**config.mk**
```make
export PLATFORM = sky130hd
export DESIGN_NAME = dring_fetch
export DESIGN_NICKNAME = d
export VERILOG_FILES = /design/src/rtl/dring_pkg.sv /design/src/rtl/dring_addr_gen.sv /design/src/rtl/dring_desc_store.sv /design/src/rtl/dring_ctrl.sv /design/src/rtl/dring_fetch.sv
export SDC_FILE = /design/constraint.sdc
export NUM_CORES = 1
export LEC_CHECK = 0
export BUFFER_PORTS_ARGS = -buffer_cell sky130_fd_sc_hd__buf_2
export CAP_MARGIN = 10
export CORE_ASPECT_RATIO = 0.75
export CORE_MARGIN = 3
export CORE_UTILIZATION = 48
export CTS_CLUSTER_SIZE = 20
export DETAILED_ROUTE_END_ITERATION = 10
export GPL_TIMING_DRIVEN = 0
export HOLD_SLACK_MARGIN = 0.15
export PLACE_DENSITY = 0.8
export REMOVE_ABC_BUFFERS = 1
export SETUP_SLACK_MARGIN = 0.15
export SYNTH_ARGS = -nofsm -noshare
export SYNTH_HDL_FRONTEND = slang
export SYNTH_SLANG_ARGS = --single-unit
```
**constraint.sdc**
```tcl
create_clock -name clk -period 3.2 [get_ports clk]
set_clock_uncertainty 0.05 [all_clocks]
set_input_delay 0.32 -clock clk [delete_from_list [all_inputs] [get_ports clk]]
set_output_delay 0.32 -clock clk [all_outputs]
set_load 0.01 [all_outputs]
```
**src/rtl/dring_pkg.sv**
```systemverilog
package dring_pkg;

   typedef enum logic [2:0] {
      ST_IDLE,
      ST_FETCH,
      ST_ISSUE,
      ST_WAIT,
      ST_WBACK,
      ST_ADV
   } dring_state_e;

   localparam int WORD_W     = 32;
   localparam int DESC_WORDS = 4;
   localparam int FLAG_HI    = 31;
   localparam int FLAG_LO    = 28;
   localparam int FLAG_W     = FLAG_HI - FLAG_LO + 1;
   localparam int WRAP_BIT   = FLAG_HI;
   localparam logic [1:0] LEN_WORD = 2'd1;

endpackage

```
**src/rtl/dring_addr_gen.sv**
```systemverilog
module dring_addr_gen #(
   parameter int ADDR_W       = 32,
   parameter int IDX_W        = 8,
   parameter bit RING_ALIGNED = 1'b0
) (
   input  logic              clk,
   input  logic              rst_n,
   input  logic              clr_i,
   input  logic              step_i,
   input  logic              wrap_i,
   input  logic [ADDR_W-1:0] base_i,
   input  logic [1:0]        beat_i,
   output logic [ADDR_W-1:0] addr_o
);

   localparam int OFF_W = IDX_W + 4;

   logic [IDX_W-1:0]  idx_q;
   logic [OFF_W-1:0]  offset;
   logic [ADDR_W-1:0] desc_addr;

   always_ff @(posedge clk or negedge rst_n) begin
      if (!rst_n) begin
         idx_q <= '0;
      end else if (clr_i) begin
         idx_q <= '0;
      end else if (step_i) begin
         idx_q <= wrap_i ? '0 : idx_q + 1'b1;
      end
   end

   assign offset = {idx_q, 4'b0000};

   generate
      if (RING_ALIGNED) begin : g_concat
         assign desc_addr = {base_i[ADDR_W-1:OFF_W], offset};
      end else begin : g_add
         assign desc_addr = base_i + ADDR_W'(offset);
      end
   endgenerate

   assign addr_o = desc_addr + ADDR_W'({beat_i, 2'b00});

endmodule

```
**src/rtl/dring_desc_store.sv**
```systemverilog
module dring_desc_store
   import dring_pkg::*;
#(
   parameter int ADDR_W = 32,
   parameter int LEN_W  = 16
) (
   input  logic              clk,
   input  logic              rst_n,
   input  logic              cap_i,
   input  logic [1:0]        beat_i,
   input  logic [WORD_W-1:0] word_i,
   output logic [ADDR_W-1:0] src_o,
   output logic [ADDR_W-1:0] dst_o,
   output logic [LEN_W-1:0]  len_o,
   output logic [FLAG_W-1:0] flags_o,
   output logic              wrap_o
);

   generate
      for (genvar g = 0; g < DESC_WORDS; g++) begin : g_word
         logic [WORD_W-1:0] q;
         always_ff @(posedge clk or negedge rst_n) begin
            if (!rst_n) begin
               q <= '0;
            end else if (cap_i && (beat_i == 2'(g))) begin
               q <= word_i;
            end
         end
      end
   endgenerate

   assign src_o   = g_word[0].q[ADDR_W-1:0];
   assign len_o   = g_word[1].q[LEN_W-1:0];
   assign dst_o   = g_word[2].q[ADDR_W-1:0];
   assign flags_o = g_word[3].q[FLAG_HI:FLAG_LO];
   assign wrap_o  = g_word[3].q[WRAP_BIT];

   generate
      if (LEN_W < WORD_W) begin : g_len_spare
         logic unused_len;
         assign unused_len = ^g_word[1].q[WORD_W-1:LEN_W];
      end
      if (ADDR_W < WORD_W) begin : g_addr_spare
         logic unused_addr;
         assign unused_addr = ^{g_word[0].q[WORD_W-1:ADDR_W], g_word[2].q[WORD_W-1:ADDR_W]};
      end
   endgenerate

   logic unused_ctrl;
   assign unused_ctrl = ^g_word[3].q[FLAG_LO-1:0];

endmodule

```
**src/rtl/dring_ctrl.sv**
```systemverilog
module dring_ctrl
   import dring_pkg::*;
#(
   parameter int LEN_W = 16
) (
   input  logic             clk,
   input  logic             rst_n,
   input  logic             en_i,
   input  logic             err_clr_i,
   input  logic             bus_ready_i,
   input  logic             bus_err_i,
   input  logic             mv_done_i,
   input  logic [LEN_W-1:0] mv_count_i,
   output logic [1:0]       beat_o,
   output logic             cap_o,
   output logic             bus_req_o,
   output logic             bus_write_o,
   output logic             bus_burst4_o,
   output logic             mv_start_o,
   output logic             idx_clr_o,
   output logic             idx_step_o,
   output logic             err_o,
   output logic [LEN_W-1:0] count_o
);

   dring_state_e     state_q, state_d;
   logic [1:0]       beat_q, beat_d;
   logic             err_q;
   logic [LEN_W-1:0] count_q;
   logic             fault;

   assign fault = bus_req_o && bus_ready_i && bus_err_i;

   always_comb begin
      state_d = state_q;
      beat_d  = beat_q;
      unique case (state_q)
         ST_IDLE: begin
            beat_d = '0;
            if (en_i && !err_q) state_d = ST_FETCH;
         end
         ST_FETCH: begin
            if (bus_ready_i) begin
               if (bus_err_i) begin
                  state_d = ST_IDLE;
               end else if (beat_q == 2'd3) begin
                  state_d = ST_ISSUE;
                  beat_d  = '0;
               end else begin
                  beat_d = beat_q + 2'd1;
               end
            end
         end
         ST_ISSUE: state_d = ST_WAIT;
         ST_WAIT: begin
            if (mv_done_i) state_d = ST_WBACK;
         end
         ST_WBACK: begin
            if (bus_ready_i) state_d = bus_err_i ? ST_IDLE : ST_ADV;
         end
         ST_ADV: state_d = en_i ? ST_FETCH : ST_IDLE;
         default: state_d = ST_IDLE;
      endcase
   end

   always_ff @(posedge clk or negedge rst_n) begin
      if (!rst_n) begin
         state_q <= ST_IDLE;
         beat_q  <= '0;
         err_q   <= 1'b0;
         count_q <= '0;
      end else begin
         state_q <= state_d;
         beat_q  <= beat_d;
         if (fault) begin
            err_q <= 1'b1;
         end else if (err_clr_i) begin
            err_q <= 1'b0;
         end
         if ((state_q == ST_WAIT) && mv_done_i) begin
            count_q <= mv_count_i;
         end
      end
   end

   assign bus_req_o    = (state_q == ST_FETCH) || (state_q == ST_WBACK);
   assign bus_write_o  = (state_q == ST_WBACK);
   assign bus_burst4_o = (state_q == ST_FETCH);
   assign beat_o       = (state_q == ST_WBACK) ? LEN_WORD : beat_q;
   assign cap_o        = (state_q == ST_FETCH) && bus_ready_i && !bus_err_i;
   assign mv_start_o   = (state_q == ST_ISSUE);
   assign idx_clr_o    = (state_q == ST_IDLE);
   assign idx_step_o   = (state_q == ST_ADV);
   assign err_o        = err_q;
   assign count_o      = count_q;

endmodule

```
**src/rtl/dring_fetch.sv**
```systemverilog
module dring_fetch
   import dring_pkg::*;
#(
   parameter int ADDR_W       = 32,
   parameter int LEN_W        = 16,
   parameter int IDX_W        = 8,
   parameter bit RING_ALIGNED = 1'b0
) (
   input  logic              clk,
   input  logic              rst_n,
   input  logic              en_i,
   input  logic [ADDR_W-1:0] base_i,
   input  logic              err_clr_i,
   output logic              err_o,
   output logic              bus_req_o,
   output logic              bus_write_o,
   output logic              bus_burst4_o,
   output logic [ADDR_W-1:0] bus_addr_o,
   output logic [31:0]       bus_wdata_o,
   input  logic              bus_ready_i,
   input  logic              bus_err_i,
   input  logic [31:0]       bus_rdata_i,
   output logic              mv_start_o,
   output logic [ADDR_W-1:0] mv_src_o,
   output logic [ADDR_W-1:0] mv_dst_o,
   output logic [LEN_W-1:0]  mv_len_o,
   output logic [3:0]        mv_flags_o,
   input  logic              mv_done_i,
   input  logic [LEN_W-1:0]  mv_count_i
);

   localparam int OFF_W = IDX_W + 4;

   generate
      if (IDX_W < 1 || IDX_W > 8) begin : g_bad_idx
         $error("IDX_W must lie in 1..8 (ring of at most 4096 bytes)");
      end
      if (LEN_W < 1 || LEN_W > 16) begin : g_bad_len
         $error("LEN_W must lie in 1..16");
      end
      if (ADDR_W <= OFF_W || ADDR_W > WORD_W) begin : g_bad_addr
         $error("ADDR_W must exceed the ring offset width and fit a word");
      end
   endgenerate

   logic [1:0]       beat;
   logic             cap;
   logic             idx_clr;
   logic             idx_step;
   logic             wrap;
   logic [LEN_W-1:0] count;

   dring_ctrl #(.LEN_W(LEN_W)) u_ctrl (
      .clk          (clk),
      .rst_n        (rst_n),
      .en_i         (en_i),
      .err_clr_i    (err_clr_i),
      .bus_ready_i  (bus_ready_i),
      .bus_err_i    (bus_err_i),
      .mv_done_i    (mv_done_i),
      .mv_count_i   (mv_count_i),
      .beat_o       (beat),
      .cap_o        (cap),
      .bus_req_o    (bus_req_o),
      .bus_write_o  (bus_write_o),
      .bus_burst4_o (bus_burst4_o),
      .mv_start_o   (mv_start_o),
      .idx_clr_o    (idx_clr),
      .idx_step_o   (idx_step),
      .err_o        (err_o),
      .count_o      (count)
   );

   dring_addr_gen #(
      .ADDR_W       (ADDR_W),
      .IDX_W        (IDX_W),
      .RING_ALIGNED (RING_ALIGNED)
   ) u_addr (
      .clk    (clk),
      .rst_n  (rst_n),
      .clr_i  (idx_clr),
      .step_i (idx_step),
      .wrap_i (wrap),
      .base_i (base_i),
      .beat_i (beat),
      .addr_o (bus_addr_o)
   );

   dring_desc_store #(
      .ADDR_W (ADDR_W),
      .LEN_W  (LEN_W)
   ) u_store (
      .clk     (clk),
      .rst_n   (rst_n),
      .cap_i   (cap),
      .beat_i  (beat),
      .word_i  (bus_rdata_i),
      .src_o   (mv_src_o),
      .dst_o   (mv_dst_o),
      .len_o   (mv_len_o),
      .flags_o (mv_flags_o),
      .wrap_o  (wrap)
   );

   assign bus_wdata_o = {{(WORD_W-LEN_W){1'b0}}, count};

endmodule

```
After elaboration in Yosys (flattened, before gate mapping). Index checks and enable logic that the tools add are counted.

$add $sub $neg: 4. Multiply operators: 0. Divide/modulo/power cells: 0. Magnitude comparators: 0. Equal/unequal tests: 15. Shifts and indexed selects: 0. Muxes and demuxes: 19. Bitwise operators: 0. Reductions and logical operators: 20.

Operator list (count): 32-bit by 12-bit adder with 32-bit output (1); 32-bit by 4-bit adder with 32-bit output (1); 8-bit 2-to-1 mux (3); 3-bit 2-to-1 mux (7); 3-bit case mux with 6 select lines (1); 1-bit logical AND (10); 8-bit by 1-bit adder with 8-bit output (second input constant) (1); 2-bit 2-to-1 mux (4); 2-bit equality test (second input constant) (3); 3-bit by 2-bit equality test with 1-bit output (second input constant) (2); 3-bit equality test (second input constant) (2); 2-bit by 1-bit != test with 1-bit output (second input constant) (3); 2-bit nonzero test (3); 5-bit AND reduction (1); 2-bit != test (second input constant) (2); 2-bit case mux with 2 select lines (1); 3-bit by 1-bit equality test with 1-bit output (second input constant) (1); 3-bit logical NOT (1); 1-bit 2-to-1 mux (3); 3-bit by 1-bit != test with 1-bit output (second input constant) (1); 3-bit AND reduction (1); 2-bit by 1-bit adder with 2-bit output (second input constant) (1); 2-bit by 1-bit equality test with 1-bit output (second input constant) (1); 1-bit logical NOT (2); other kinds (2) (2).

Register bits after elaboration: 142. Bits in latches: 0. Memory bits (writable): 0. Memory bits (read-only): 0. Input bits: 87. Logic and storage cells: 67. Memories kept: 0.

Depth between registers and ports, before layout.
Depth after elaboration: 5. Mapped depth: 11. Depth with buffers taken out: 10.

Cells and area by module. A second synthesis with hierarchy kept.

Cells, all modules: 460. Area, all modules: 5780.5 sq um.

Modules (own cells, without submodules): dring_desc_store (instances 1, cells each 180, area an instance 3154.3 sq um); dring_addr_gen (instances 1, cells each 175, area an instance 1433.9 sq um); dring_ctrl (instances 1, cells each 88, area an instance 1068.5 sq um); dring_fetch (instances 1, cells each 17, area an instance 123.9 sq um).

Least setup slack after synthesis. Ideal clock, no wire load.

Path type: register to output. Start point: register u_ctrl.state_q[0]. End point: output bus_addr_o[26]. Arrival: 2.475 ns. Data required time: 2.830 ns. Setup slack: 0.355 ns. Cell stages (with the launch flop): 12. Path buffers: 1. Cells stage by stage: dfrtp_1 > or3b_1 > buf_2 > nand2_1 > xnor2_1 > ha_1 > a21o_1 > a21oi_1 > a21oi_1 > o21ai_2 > a2111oi_2 > xor2_1.

Word-level cells in the longest chain between the ends: 3.

RTL lines: from (decl) (line dring_ctrl.sv:26) `dring_state_e state_q, state_d;`; from (signal assigned) (line dring_ctrl.sv:73) `state_q <= state_d;`; 3-bit equality test (line dring_ctrl.sv:89) `assign beat_o = (state_q == ST_WBACK) ? LEN_WORD : beat_q;`; 2-bit 2-to-1 mux (line dring_ctrl.sv:89); 32-bit by 4-bit adder with 32-bit output (line dring_addr_gen.sv:42) `assign addr_o = desc_addr + ADDR_W'({beat_i, 2'b00});`; to (decl) (line dring_fetch.sv:18) `output logic [ADDR_W-1:0] bus_addr_o,`.

Every way passes these cells.

Final worst setup path.
Start point: register u_ctrl.state_q[0]. End point: output bus_addr_o[16].

Same word-level chain as after synthesis.

==> flow_summary.ini <==
[outcome]
status = finished, violations left
violations = setup timing

[worst_setup_path]
critPathMaxStageDelay_ns = 0.44
cp_slowest_cell = or3b_4
rr_endpoint = u_store.dst_o[13]
cp_common_cell = a21oi_4
cp-end-kind = output pin
r2r_slack_ns = 0.36
crit_buf_inv = 1
rr_worst_depth = 6
startpoint = u_ctrl.state_q[0]
path_delay_family = compound AO/OA/AOI/OAI gates
path_cells = or3b_4, nand2_4, xnor2_4, ha_4, a21o_1, a21oi_4, a21oi_4, o21ai_4, a211oi_2, xor2_1, buf_2
crit_fanout = 5
cp-start-kind = flip-flop
cp.required_ns = 2.83
r2r_start = u_ctrl.state_q[1]
crit_type = reg2out
crit_arrival_ns = 2.93

[power_and_ir_drop]
power.density_nw_per_um2 = 807
comb_power_share = 0.366
switchingPower_mw = 2.26
ir_drop_v = 0.000569
internal-power_mw = 4.45
sequentialPowerShare = 0.356
leakagePower_nw = 4.16
p_sw_frac = 0.336
p_clk_frac = 0.278

[synthesis]
synth_top_flop_cell = dfrtp_1
syn_avg_cell_area_um2 = 12.1
synth_compound_area_frac = 0.0731
ys_async_sr_fraction = 1.00
yosys.area_share.adder = 0.0270
yosys.area_share.xor_xnor = 0.0488
seq_area_frac_synth = 0.513
synth-edff-count = 0
synth_top_area_share = 0.513
synth_top_family_by_area = multiplexers
yosys.area_share.simple = 0.0864
netlist_area_um2 = 5560
ys_top_cells_by_area = dfrtp_1, mux2_2, xnor2_1, ha_1, buf_4
ys_seq_elements = 114
yosysWarnings = 0
synth.area.mux_share = 0.204
ys_types = 47
synth_top_area_cell = dfrtp_1
synth_cells = 461

[timing]
tightest_slew_ns = 0.936
rsz0062_at_grt = true
hold_viol = 0
fmaxAchievable_ghz = 0.303
period_needed_ns = 3.30
report.final.slew_viol_count = 0
hold_ws_ns = 0.195
relSlewSlack = 0.374
postLayoutSetupSlackWorst_ns = -0.102
setup_viol = 9
post-route-period-util = 1.03

[finish]
mostFrequentLayoutCells = buf_2, dfrtp_1, mux2_2, dlygate4sd3_1, nand2_1
final_common_cell = buf_2
area_growth_pct = 49.6
antenna_cells = 0
layout-drive-gt1-share = 0.548
finalNonFillerCells = 905
fin_area_um2 = 8320
finish.utilization = 0.749
final_nets = 851

[grt]
grt_pass1_vias = 5096
grt-ovfl-total = 0
grt_usage = 0.245
grt_max_degree = 78
grt_pass1_wl_um = 25200
antenna_found_initial = 0

[route]
drcViolationCount = 0
wl_um = 15700
first_pass_iters = 4
viasPerCell = 5.21
drt-initial-drc-count = 153
wl_per_cell_um = 17.4
num_vias = 4714
antenna_left = 0

[die]
design.core.area_um2 = 11100
die_x_um = 130
die-height_um = 99.2
die_area_um2 = 12900
initial_utilization = 0.501
rows = 33
ios = 240

[place]
dpl.hpwl_um = 10600
dp_cells = 803
gp_congestion = 0.867
placed_area_um2 = 6790
port_buffers = 219

[clock_tree]
clockRootBuffer = clkbuf_16
htreeDepth = 4
cts.sinks = 114
cts_buffers = 17
clk_path_buf_depth = 2
clock_latency_ns = 0.40
cts_tree = yes
clkSlewWorstSetupHoldPaths_ns = 0.05

[worst_hold_path]
hold_path.class = in2reg
holdPathEnd = u_ctrl.err_o
min_from = bus_err_i
min_delay_path_depth = 3

[run]
drv_cap = 0
==> stage by stage <==
stage / setup slack, ns / power (mW) / setup TNS, ns
after floorplan: 0.222 / 3.57 / 0
after global placement: -0.629 / 4.48 / -38.85
after detailed placement: -0.348 / 4.64 / -3.00
after CTS: -0.0481 / 6.70 / -0.176
after global routing: -0.211 / 7.08 / -1.73
final: -0.102 / 6.71 / -0.385
==> worst min-delay path: stages <==
cell     delay, ns
buf_2         0.12
nand3_1       0.08
o21ai_0       0.08
==> cells in the mapped netlist, types with 4 or more instances <==
library cell	count
dfrtp_1	114
mux2_2	98
nand2_1	26
o21ai_0	20
buf_4	19
xnor2_1	19
nor2_1	18
nand3_1	17
a21oi_1	12
buf_2	12
ha_1	12
xor2_1	12
inv_1	10
a211oi_1	8
and3_1	6
clkbuf_1	5
nand2b_1	4
nor3_1	4
==> power groups by stage <==
stage                     sequential (mW)  clock [mW]  combinational, mW
after global placement               2.37           0               2.11
final                                2.39        1.87               2.46
after global routing                 2.47        1.97               2.65
after CTS                            2.38        1.89               2.42
after floorplan                      2.67           0              0.905
after detailed placement             2.42           0               2.22
==> sequential cells by signal, indices dropped and copies added (netlist names) <==
name,cells
u_ctrl.count_o,16
u_store.dst_o,32
u_store.src_o,32
u_ctrl.err_o,1
u_store.g_word.q,20
u_ctrl.state_q,3
u_addr.idx_q,8
u_ctrl.beat_q,2
==> worst max path at each step <==
stage                             end  slack (ns)  cells past startpoint
detailed placement     bus_addr_o[18]       -0.35                     11
floorplan              bus_addr_o[26]        0.22                     10
global route           bus_addr_o[16]       -0.21                     11
global placement    u_store.src_o[11]       -0.63                      4
finish                 bus_addr_o[16]       -0.10                     11
CTS                    bus_addr_o[26]       -0.05                     11
==> cell families (layout without fill, tap and decap cells) <==
| logic type | count (synthesis) | after routing |
|---|---|---|
| adders and majority gates | 12 | 12 |
| muxes | 101 | 101 |
| xor gates and xnor gates | 31 | 31 |
| and+or+nand+nor | 94 | 94 |
| AOI/OAI and AO/OA | 62 | 64 |
| DFF | 114 | 114 |
| other | 1 | 16 |
| buffers and inverters | 46 | 333 |
==> final cells by class <==
| cell class | count | area [um2] |
|---|---|---|
| Clock buffer | 18 | 439 |
| Clock inverter | 14 | 153 |
| Fill cell | 704 | 2790 |
| Inverter | 10 | 37.5 |
| Multi-Input combinational cell | 318 | 2800 |
| Sequential cell | 114 | 2860 |
| Tap cell | 140 | 175 |
| Timing Repair Buffer | 291 | 1850 |
==> repair_timing <==
action,4_1_cts,5_1_grt
gates cloned,2,0
pin swaps,26,11
setup endpoints to repair,26,23
hold endpoints to repair,137,0
gates resized for setup,41,14
hold buffers,50,0
buffers inserted,15,3
==> routing by layer <==
metal	vias up	track usage	wire (um)
li1	2193	-	-
met1	2316	0.286	6120
met2	173	0.428	8150
met3	32	0.0725	1070
met4	0	0.0855	365
met5	-	0	0
Note: power is estimated with default switching activity, not from simulation.
